[src/rtl/flash_perm_pkg.sv]
package flash_perm_pkg;

  // Access kind carried by a request
  typedef enum logic [1:0] {
    REQ_READ  = 2'd0,
    REQ_WRITE = 2'd1,
    REQ_ERASE = 2'd2,
    REQ_RSVD  = 2'd3
  } req_kind_e;

  // Strobes from control to datapath
  typedef struct packed {
    logic wrGrantW;   // update write-grant byte
    logic wrGrantR;   // update read-grant byte
    logic loadDesc;   // sample descriptor inputs
    logic checkReq;   // evaluate request this cycle
    logic locked;     // grant lock is in force
  } ctrl_strobe_t;

  // Masters whose grants take effect: 1 firmware, 2 management, 3 network
  localparam logic [7:0] LIVE_MASTERS = 8'b0000_1110;

  // Word index of the first region word (byte offset 0x10)
  localparam int REGION_WORD0 = 4;

  // Page granularity in address bits
  localparam int PAGE_SHIFT = 12;

endpackage

[src/rtl/fpc_datapath.sv]
module fpc_datapath
  import flash_perm_pkg::*;
#(
  parameter int N_REGIONS = 4,
  parameter int ADDR_W    = 25,
  parameter int REG_AW    = 8
) (
  input  logic                           clk,
  input  logic                           rstN,
  input  ctrl_strobe_t                   strobes,
  input  logic [REG_AW-1:0]              regAddr,
  input  logic [31:0]                    regWdata,
  output logic [31:0]                    regRdata,
  input  logic [N_REGIONS-1:0]           descRdPerm,
  input  logic [N_REGIONS-1:0]           descWrPerm,
  input  logic [N_REGIONS*(ADDR_W-PAGE_SHIFT)-1:0] descBase,
  input  logic [N_REGIONS*(ADDR_W-PAGE_SHIFT)-1:0] descLimit,
  input  logic                           strapOverride,
  input  logic [ADDR_W-1:0]              reqAddr,
  input  logic [1:0]                     reqType,
  output logic                           rspValid,
  output logic                           rspAllow
);

  localparam int PAGE_W = ADDR_W - PAGE_SHIFT;
  localparam int WORD_W = REG_AW - 2;
  localparam logic [N_REGIONS-1:0] BOOT_REGION = N_REGIONS'(2);

  logic [7:0]           grantWQ, grantRQ;
  logic [N_REGIONS-1:0] dRdQ, dWrQ;
  logic                 strapQ;
  logic [PAGE_W-1:0]    baseQ  [N_REGIONS];
  logic [PAGE_W-1:0]    limitQ [N_REGIONS];
  logic [N_REGIONS-1:0] effRd, effWr, hit;
  logic [PAGE_W-1:0]    reqPage;
  logic [WORD_W-1:0]    wordIdx;
  logic                 anyHit, allowNext;
  logic                 unusedData;

  assign unusedData = ^{regWdata[15:0], reqAddr[PAGE_SHIFT-1:0], regAddr[1:0]};

  // Grant bytes
  always_ff @(posedge clk) begin
    if (!rstN) begin
      grantWQ <= '0;
      grantRQ <= '0;
    end else begin
      if (strobes.wrGrantW) grantWQ <= regWdata[31:24] & LIVE_MASTERS;
      if (strobes.wrGrantR) grantRQ <= regWdata[23:16] & LIVE_MASTERS;
    end
  end

  // Descriptor-sourced state
  always_ff @(posedge clk) begin
    if (!rstN) begin
      dRdQ   <= BOOT_REGION;
      dWrQ   <= BOOT_REGION;
      strapQ <= 1'b0;
    end else if (strobes.loadDesc) begin
      dRdQ   <= descRdPerm;
      dWrQ   <= descWrPerm;
      strapQ <= strapOverride;
    end
  end

  assign reqPage = reqAddr[ADDR_W-1:PAGE_SHIFT];

  for (genvar r = 0; r < N_REGIONS; r++) begin : g_region
    always_ff @(posedge clk) begin
      if (!rstN) begin
        baseQ[r]  <= '0;
        limitQ[r] <= '0;
      end else if (strobes.loadDesc) begin
        baseQ[r]  <= descBase[r*PAGE_W +: PAGE_W];
        limitQ[r] <= descLimit[r*PAGE_W +: PAGE_W];
      end
    end
    assign effRd[r] = dRdQ[r] | (LIVE_MASTERS[r] & grantRQ[r]) | strapQ;
    assign effWr[r] = dWrQ[r] | (LIVE_MASTERS[r] & grantWQ[r]) | strapQ;
    assign hit[r]   = (limitQ[r] >= baseQ[r]) &&
                      (reqPage >= baseQ[r]) && (reqPage <= limitQ[r]);
  end

  // Register readback
  assign wordIdx = regAddr[REG_AW-1:2];

  always_comb begin
    regRdata = '0;
    if (wordIdx == '0)
      regRdata = {grantWQ, grantRQ, 8'(effWr), 8'(effRd)};
    for (int r = 0; r < N_REGIONS; r++) begin
      if (wordIdx == WORD_W'(REGION_WORD0 + r))
        regRdata = {16'(limitQ[r]), 16'(baseQ[r])};
    end
  end

  // Lowest-index matching region decides
  always_comb begin
    anyHit    = 1'b0;
    allowNext = 1'b0;
    for (int r = N_REGIONS - 1; r >= 0; r--) begin
      if (hit[r]) begin
        anyHit = 1'b1;
        unique case (req_kind_e'(reqType))
          REQ_READ:            allowNext = effRd[r];
          REQ_WRITE, REQ_ERASE: allowNext = effWr[r];
          default:             allowNext = 1'b0;
        endcase
      end
    end
  end

  always_ff @(posedge clk) begin
    if (!rstN) begin
      rspValid <= 1'b0;
      rspAllow <= 1'b0;
    end else begin
      rspValid <= strobes.checkReq;
      rspAllow <= strobes.checkReq && allowNext;
    end
  end


  grant_frozen_chk: assert property (@(posedge clk) disable iff (!rstN)
    strobes.locked |=> ($stable(grantWQ) && $stable(grantRQ)));


  rsp_follow_chk: assert property (@(posedge clk) disable iff (!rstN)
    strobes.checkReq |=> rspValid);


  rsp_idle_chk: assert property (@(posedge clk) disable iff (!rstN)
    !strobes.checkReq |=> (!rspValid && !rspAllow));


  nohit_deny_chk: assert property (@(posedge clk) disable iff (!rstN)
    (strobes.checkReq && !anyHit) |=> !rspAllow);


  desc_hold_chk: assert property (@(posedge clk) disable iff (!rstN)
    !strobes.loadDesc |=> ($stable(dRdQ) && $stable(dWrQ) && $stable(strapQ)));

endmodule

[config.mk]
export PLATFORM = sky130hd
export DESIGN_NAME = fpc_datapath
export DESIGN_NICKNAME = d
export VERILOG_FILES = /design/src/rtl/flash_perm_pkg.sv /design/src/rtl/fpc_datapath.sv
export SDC_FILE = /design/constraint.sdc
export NUM_CORES = 1
export LEC_CHECK = 0
export ABC_AREA = 1
export BUFFER_PORTS_ARGS = -buffer_cell sky130_fd_sc_hd__buf_2
export CORE_AREA = 8 8 136 138
export DETAILED_ROUTE_END_ITERATION = 7
export DIE_AREA = 0 0 144 146
export PLACE_DENSITY = 0.84
export SLEW_MARGIN = 10
export SYNTH_ARGS = -nofsm -noshare
export SYNTH_HDL_FRONTEND = slang
export SYNTH_SLANG_ARGS = --single-unit
[constraint.sdc]
create_clock -name clk -period 7.1 [get_ports clk]
set_input_delay 0.71 -clock clk [delete_from_list [all_inputs] [get_ports clk]]
set_output_delay 0.71 -clock clk [all_outputs]
set_load 0.03 [all_outputs]
==> results of run 1 <==
==> power by group <==
part	switching, mW	total (mW)	leakage (nW)	internal (mW)
clock	0.341	0.785	0.244	0.444
sequential	0.0540	0.889	1.26	0.835
combinational	0.313	0.502	4.36	0.189
total	0.708	2.18	5.86	1.47
==> metal layers <==
metal  GRT usage (%)  up-vias  part of all wire [%]
met4            11.5        0                   3.4
met2            45.6      455                    47
met1            34.5     4037                    39
met5               0        -                     0
li1                -     4281                     -
met3            6.66       86                    11
==> cell usage in the layout, fill, tap and decap left out, drive strengths merged, types with 3 or more instances in the layout <==
cell type / instances
ha: 158
o22ai: 15
o21ai: 37
clkbuf: 18
edfxtp: 104
a22oi: 6
a22o: 4
buf: 174
a21oi: 75
nand4: 37
inv: 286
conb: 6
o221ai: 4
nand3: 38
dfxtp: 17
nand2: 189
nor3: 14
clkinvlp: 5
nor2: 159
o21bai: 3
clkinv: 7
nand3b: 7
o2111ai: 11
==> layout make-up <==
class | count | area [sq um] | area share [%]
inverters | 284 | 1070 | 9.64
clock inverters | 14 | 98.8 | 0.891
well taps | 220 | 275 | 2.48
flip-flops and latches | 121 | 3460 | 31.2
diodes | 1 | 2.50 | 0.0226
repair buffers | 174 | 873 | 7.88
multi-input cells | 774 | 4880 | 44.0
clock buffers | 18 | 429 | 3.87
==> stage by stage <==
| step | area, sq um | setup WS [ns] |
|---|---|---|
| floorplan | 9550 | 3.59 |
| global placement | 10600 | 3.74 |
| detailed placement | 10600 | 3.68 |
| CTS | 11100 | 3.68 |
| global route | 11100 | 3.51 |
| finish | 11100 | 3.61 |
==> synthesized netlist by cell type <==
cell,count,area share (%)
nor3b_1,1,0.079
a21oi_1,75,3.9
o21bai_1,3,0.24
buf_6,2,0.24
nor2_1,157,6.2
clkinv_1,1,0.039
nor3_2,1,0.11
and3_1,2,0.13
a22o_1,4,0.37
nand3b_1,7,0.55
nor2_4,1,0.12
a221oi_1,1,0.092
nand3_1,35,1.8
conb_1,1,0.039
inv_2,5,0.20
o22a_1,2,0.18
ha_1,158,21
buf_2,11,0.58
o22ai_1,15,0.98
a21o_1,1,0.079
o221ai_1,4,0.37
and2_1,1,0.066
clkbuf_1,7,0.28
nor4_4,1,0.22
nand4_1,36,2.4
nand3_2,3,0.32
buf_4,6,0.47
o2111ai_1,11,1.0
dfxtp_1,17,3.6
nor2_2,1,0.066
a22oi_1,6,0.47
nand4_2,1,0.13
o21a_1,2,0.16
nand2_1,189,7.4
nor3_1,13,0.68
edfxtp_1,104,33
inv_1,278,11
o21ai_0,37,1.9
==> how the worst max path moves through the flow <==
stage / to / slack [ns]
floorplan: baseQ[0][0] / 3.59
detailed placement: regRdata[3] / 3.68
global placement: regRdata[2] / 3.74
finish: regRdata[3] / 3.61
global route: regRdata[26] / 3.51
CTS: regRdata[3] / 3.68
==> state kept, by name, indices dropped and copies added, names as in the netlist <==
signal,count
baseQ,52
dRdQ,4
dWrQ,4
grantRQ,3
grantWQ,3
limitQ,52
rspAllow,1
rspValid,1
strapQ,1
==> worst register-to-register path: cells and delay by family, from the launching register on <==
family	cells	cell delay, ns
DFF	1	0.50
adders and majority gates	1	0.38
AOI/OAI and AO/OA	2	0.32
and+or+nand+nor	6	0.87
==> kinds of logic after synthesis <==
logic type | share of synthesized area [%]
adders and majority gates | 20.7
DFF | 36.3
other | 0.0393
AOI/OAI and AO/OA | 9.83
and+or+nand+nor | 20.3
buffers and inverters | 12.7
==> flow_summary.ini, run 1 <==
[routing]
drt-total-wl_um = 29400
routedWlPerCell_um = 18.3
drt-vias-per-instance = 5.52
dr_total_vias = 8859
detail_route.iter0.violations = 958
first_pass_iters = 7
drcViolationCount = 0
antenna_left = 0

[worst_setup_path]
worstPathCellList = buf_2 -> inv_1 -> nor2_2 -> inv_1 -> nor4_4 -> nand2_1 -> o2111ai_1 -> buf_2
critPathRequiredTime_ns = 6.39
critical_path_depth = 8
criticalPathCategory = in2out
worstSetupEndpointType = output pin
setup.worst_path.start = regAddr[4]
timing.critical_path.slowest_stage_cell = nor4_4
arrival_ns = 2.78
endpoint_of_the_lowest_slack_register_to_register_path = rspAllow
worst_r2r_startpoint = limitQ[1][7]
worstPathMaxFanout = 23
critPathLaunchType = primary input
rr_worst_depth = 9
cp_slowest_stage_delay_ns = 0.88
critPathBufInv = 4
cpLargestDelayFamily = simple AND/OR/NAND/NOR gates
r2r_slack_ns = 4.95

[placed_design]
dp_hpwl_um = 22800
gp_routability_congestion = 1.03
port-buffer-count = 173
numPlacedInstances = 1573

[worst_hold_path]
capture_endpoint_of_the_worst_hold_path = dWrQ[0]
hold_depth = 1
hold_path.startpoint = dWrQ[0]
hold_class = reg2reg

[final_layout]
fill_cell_count = 1332
final_core_util_pct = 68.1
area.growth.synth_to_final_pct = 16.4
final-instance-count-excl-fill = 1606
share_of_final_layout_standard_cells_stronger_than_drive_strength_1_pct = 15.7
number_of_nets_in_the_finished_design = 1717

[power]
p_total_mw = 2.18
cellLeakagePower_nw = 5.86
power_per_cell_area_mw_per_mm2 = 196
ir_worst_vdd_uv = 225

[clock_tree]
cts_tree = yes
clk_transition_reported_paths_ns = 0.06
number_of_hold_repair_buffers_added_at_the_cts_stage = 0
cts_setup_buffers = 0
cts-htree-levels = 4
longest_clk_path_bufs = 2
cts_sinks = 121
cts_inserted_buffers = 17
post_cts_resized = 0
clock-root-buffer = clkbuf_16
clk_latency_ns = 0.43

[sta]
headroom_to_the_max_slew_limit_pct = 22.4
finClkSkew_ns = 0.00960
setup-tns-final_ns = 0
final_max_slew_viol_count = 0
hold_slack_ns = 0.477
max_slew.worst_pin.slew_ns = 1.15
max_clock_freq_mhz = 286
final-setup-viol-count = 0
hold_violations = 0
rsz0062_at_grt = no
timing.final.crit_share_pct = 49.2
final.min_clock_period_ns = 3.49

[global_routing]
wire_length_of_the_first_global_routing_pass_um = 44700
maximum_number_of_pins_on_one_net_before_global_route_repair = 108
global_route.overflow_total = 0
grt_pass1_vias = 8556
grt_antenna_before_repair = 0
grt_use_total_pct = 27.9

[floorplan]
row_count = 47
floorplan.io_pins = 221
floorplan.die_area_sq_mm = 0.0210
initial_core_util_pct = 58.5
core_area_sq_mm = 0.0163
fp.dieH_um = 146
die_w_um = 144

[run_status]
run_status = finished clean

[synth]
synthesis.area_sq_mm = 0.00953
yosysWarnings = 0
netlist_instances = 1200
yosys.cell_types.count = 38
avgSynthCellArea_sq_um = 7.94
synth_seq_cells = 121
ys_seq_area_share_pct = 36.3

[run]
cap_viol_max_count = 0
Power figures use the tool's default switching activity.
==> run 2, diff against run 1 <==
Settings changed: CORE_AREA 8 8 136 138 to 8 8 148 150, DIE_AREA 0 0 144 146 to 0 0 156 158, PLACE_DENSITY 0.84 to 0.75.
Clock period 7.1 ns to 3.18 ns, I/O delays scaled along.
==> flow_summary.ini, run 2 (same netlist as run 1, synthesis figures left out) <==
[power]
combinational_group_share_of_total_power_pct = 21.9
cellLeakagePower_nw = 5.93
power_per_cell_area_mw_per_mm2 = 451
ir_worst_vdd_uv = 368
switching_share_pct = 30.8
p_total_mw = 5.08
power.sequential.fraction_pct = 39.1
clock_power_share_pct = 39.0
power.internal_mw = 3.52
power.net_switching_mw = 1.56

[global_routing]
maximum_number_of_pins_on_one_net_before_global_route_repair = 62
grt_use_total_pct = 23.6
grt_antenna_before_repair = 0
wire_length_of_the_first_global_routing_pass_um = 43900
global_route.overflow_total = 0
grt_pass1_vias = 8291

[clock_tree]
cts_setup_buffers = 0
clk_latency_ns = 0.43
cts_inserted_buffers = 17
clk_transition_reported_paths_ns = 0.06
post_cts_resized = 0
longest_clk_path_bufs = 2
cts_sinks = 121
number_of_hold_repair_buffers_added_at_the_cts_stage = 0
clock-root-buffer = clkbuf_16
cts-htree-levels = 4
cts_tree = yes

[routing]
detail_route.iter0.violations = 672
antenna_left = 0
dr_total_vias = 8724
routedWlPerCell_um = 17.7
drcViolationCount = 0
first_pass_iters = 8
drt-total-wl_um = 29400
drt-vias-per-instance = 5.26

[floorplan]
row_count = 52
floorplan.die_area_sq_mm = 0.0246
die_w_um = 156
fp.dieH_um = 158
floorplan.io_pins = 221
core_area_sq_mm = 0.0197
initial_core_util_pct = 48.3

[sta]
setup-tns-final_ns = 0
hold_slack_ns = 0.0958
final-setup-viol-count = 0
hold_violations = 0
max_clock_freq_mhz = 411
final.min_clock_period_ns = 2.43
headroom_to_the_max_slew_limit_pct = 59.0
timing.final.crit_share_pct = 76.5
finClkSkew_ns = 0.00652
rsz0062_at_grt = no
max_slew.worst_pin.slew_ns = 0.615
final_max_slew_viol_count = 0

[run]
cap_viol_max_count = 0

[worst_setup_path]
cp_slowest_stage_delay_ns = 0.49
worstSetupEndpointType = output pin
worstPathMaxFanout = 15
criticalPathCategory = in2out
critPathLaunchType = primary input
critPathRequiredTime_ns = 2.86
cpLargestDelayFamily = simple AND/OR/NAND/NOR gates
critPathBufInv = 3
timing.critical_path.slowest_stage_cell = nand4_1
cpMostUsedCell = buf_2
worstPathCellList = buf_2 -> nor2_2 -> nand4_1 -> inv_2 -> nand2_1 -> o2111ai_1 -> buf_2
setup.worst_path.start = regAddr[5]
worst_r2r_startpoint = limitQ[1][4]
arrival_ns = 2.11

[final_layout]
final_core_util_pct = 57.2
biggestRegsByFlops = baseQ (52), limitQ (52)
fin_area_sq_mm = 0.0113
most_common_cell_after_layout_fill_and_taps_aside = inv_1
fill_cell_count = 1819
area.growth.synth_to_final_pct = 18.2
multi_input_area_sq_mm = 0.00488
antenna-diode-count = 0
share_of_final_layout_standard_cells_stronger_than_drive_strength_1_pct = 16.1
number_of_nets_in_the_finished_design = 1721
final_cell_mix = 277 x inv_1, 188 x nand2_1, 173 x buf_2, 158 x ha_1, 157 x nor2_1
area_occupied_by_registers_sq_mm = 0.00346

[placed_design]
dp_hpwl_um = 23700
placed_area_sq_mm = 0.0107
port-buffer-count = 173
gp_routability_congestion = 1.01

[worst_hold_path]
hold_path.startpoint = descRdPerm[3]
hold_class = in2reg

[run_status]
run_status = finished clean
## run 2: path summary, 6_finish.rpt
path	to	cells after the start	slack, ns
worst min register to register	dWrQ[2]	1	0.48
worst max register to register	rspAllow	8	1.14
worst min-delay path	dRdQ[3]	3	0.1
worst max-delay path	regRdata[18]	7	0.75
## run 2: per-layer routing
layer  part of all wire [%]  vias to the layer above  GRT usage, %  wire (um)
met4                    4.4                        0          12.1       1290
li1                       -                     4292             -          -
met2                     46                      350          38.5      13500
met3                    8.7                       80          5.05       2570
met5                      0                        -             0          0
met1                     41                     4002          29.0      12100
## run 2: through the flow
stage / setup slack (ns) / instances
after detailed placement: 0.803 / 1627
after floorplan: 0.0615 / 1205
after global placement: 0.824 / 1627
final: 0.749 / 1659
after global routing: 0.620 / 1659
after CTS: 0.805 / 1659
## run 2: worst reg2reg max path: stages, from the launching register on
cell and delay, ns:
edfxtp_1 0.49, ha_1 0.39, a21oi_1 0.20, nand2_1 0.08
o21ai_0 0.16, nand3_1 0.12, nand3_1 0.21, nand3_1 0.18
a21oi_1 0.15
## run 2: power by group through the flow
stage                     logic (mW)  clock network (mW)  registers, mW
after floorplan                0.747                   0           1.95
after global placement          1.05                   0           2.01
after detailed placement        1.09                   0           2.01
after CTS                       1.10                1.99           1.98
after global routing            1.25                2.06           1.99
final                           1.11                1.98           1.99
## run 2: cell type report
class                   count  area share (%)
clock inverters            15            1.58
well taps                 270            3.00
repair buffers            178            8.13
clock buffers              17            3.78
inverters                 284            9.48
flip-flops and latches    121            30.7
multi-input cells         774            43.3
==> run 3, diff against run 2 <==
Settings changed: CORE_AREA 8 8 148 150 to 8 8 140 142, DIE_AREA 0 0 156 158 to 0 0 148 150, PLACE_DENSITY 0.75 to 0.79.
Clock period 3.18 ns to 2.31 ns, I/O delays scaled along.
==> flow_summary.ini, run 3 (same netlist as run 1, synthesis figures left out) <==
[routing]
route.top_layer_used = met4
routedWlPerCell_um = 18.3
antenna_left = 0
dr_total_vias = 8748
met1Wirelength_um = 12000
detail_route.iter0.violations = 899
first_pass_iters = 5
detailroute.wirelength.met3_um = 2810
drcViolationCount = 0
drt-total-wl_um = 29600
drt-vias-per-instance = 5.40
met2_length_um = 13600

[placed_design]
placed_area_sq_mm = 0.0107
dp_hpwl_um = 23300
port-buffer-count = 173
gp_routability_congestion = 0.989
numPlacedInstances = 1588

[global_routing]
wire_length_of_the_first_global_routing_pass_um = 45600
global_route.overflow_total = 0
grt_use_total_pct = 27.0
grt_pass1_vias = 8651
grt_antenna_before_repair = 0
maximum_number_of_pins_on_one_net_before_global_route_repair = 68

[floorplan]
die_w_um = 148
core_area_sq_mm = 0.0175
row_count = 49
initial_core_util_pct = 54.4
floorplan.die_area_sq_mm = 0.0222
fp.dieH_um = 150
floorplan.io_pins = 221

[sta]
final.min_clock_period_ns = 2.12
final-setup-viol-count = 0
finClkSkew_ns = 0.00893
rsz0062_at_grt = no
hold_violations = 0
max_clock_freq_mhz = 471
final_max_slew_viol_count = 0
timing.final.crit_share_pct = 91.9

[power]
power_per_cell_area_mw_per_mm2 = 620
ir_worst_vdd_uv = 499
cellLeakagePower_nw = 5.94

[worst_setup_path]
worstSetupEndpointType = output pin
criticalPathCategory = reg2out
critPathLaunchType = flip-flop
arrival_ns = 1.89
worstPathMaxFanout = 8
r2r_slack_ns = 0.23
critPathRequiredTime_ns = 2.08

[clock_tree]
clock-root-buffer = clkbuf_16
cts_setup_buffers = 0
number_of_hold_repair_buffers_added_at_the_cts_stage = 0
cts_tree = yes
cts_sinks = 121
clk_latency_ns = 0.42
post_cts_resized = 0
longest_clk_path_bufs = 2
clk_transition_reported_paths_ns = 0.06
cts-htree-levels = 4
cts_inserted_buffers = 17

[final_layout]
area.growth.synth_to_final_pct = 18.1
final_cell_mix = 276 x inv_1, 188 x nand2_1, 173 x buf_2, 158 x ha_1, 156 x nor2_1
fin_area_sq_mm = 0.0113
number_of_nets_in_the_finished_design = 1723
most_common_cell_after_layout_fill_and_taps_aside = inv_1
biggestRegsByFlops = baseQ (52), limitQ (52)
share_of_final_layout_standard_cells_stronger_than_drive_strength_1_pct = 16.2
antenna-diode-count = 0
final-instance-count-excl-fill = 1620

[run_status]
run_status = finished clean

[run]
cap_viol_max_count = 0

[worst_hold_path]
hold_class = in2reg
[run 3: changes by cell type in the layout (fill, tap and decap cells not counted)]
cell	previous run	this run
clkinv_2	2	4
nor2_4	1	2
clkinv_4	4	1
buf_12	1	3
clkbuf_1	0	3
inv_1	277	276
nor2_1	157	156
clkinv_1	2	1
[run 3: path summary, 6_finish.rpt]
| path | start | end | depth (start not counted) |
|---|---|---|---|
| worst min-delay path | regWdata[18] | grantRQ[2] | 3 |
| worst max register to register | limitQ[1][7] | rspAllow | 8 |
| worst max-delay path | strapQ | regRdata[10] | 5 |
| worst min register to register | dRdQ[1] | dRdQ[1] | 1 |
[run 3: routing by layer]
metal,vias to the layer above,GRT usage (%)
met2,435,43.5
li1,4293,-
met5,-,0
met4,0,11.9
met1,3933,33.8
met3,87,6.50
[run 3: per-stage QoR]
step | power (mW) | util [%] | TNS, ns | hold WS [ns] | setup WS (ns)
2_1_floorplan | 3.71 | - | -18.31 | 0.343 | -0.172
3_3_place_gp | 4.21 | 60.8 | 0 | 0.450 | 0.321
3_5_place_dp | 4.27 | 60.8 | 0 | 0.459 | 0.305
4_1_cts | 6.97 | 64.2 | 0 | 0.0278 | 0.211
5_1_grt | 7.32 | 64.2 | 0 | 0.0243 | 0.120
6_report | 6.98 | 64.2 | 0 | 0.0316 | 0.188
[run 3: critical path, cell delays in order, from the launching register on]
cell and delay [ns]:
dfxtp_1 0.37, nor3_1 0.34, o22ai_1 0.14, a21oi_1 0.22
o221ai_1 0.19, buf_2 0.22
[run 3: layout make-up]
| class | count | area [sq um] |
|---|---|---|
| clock buffers | 20 | 437 |
| clock inverters | 12 | 150 |
| fillers | 1562 | 6280 |
| inverters | 284 | 1070 |
| multi-input cells | 774 | 4890 |
| flip-flops and latches | 121 | 3460 |
| well taps | 229 | 287 |
| repair buffers | 180 | 956 |
[run 3: power by group]
part	switching [mW]	leakage, nW	internal (mW)	total [mW]
registers	0.161	1.26	2.56	2.73
clock network	1.00	0.280	1.69	2.69
logic	0.964	4.40	0.594	1.56
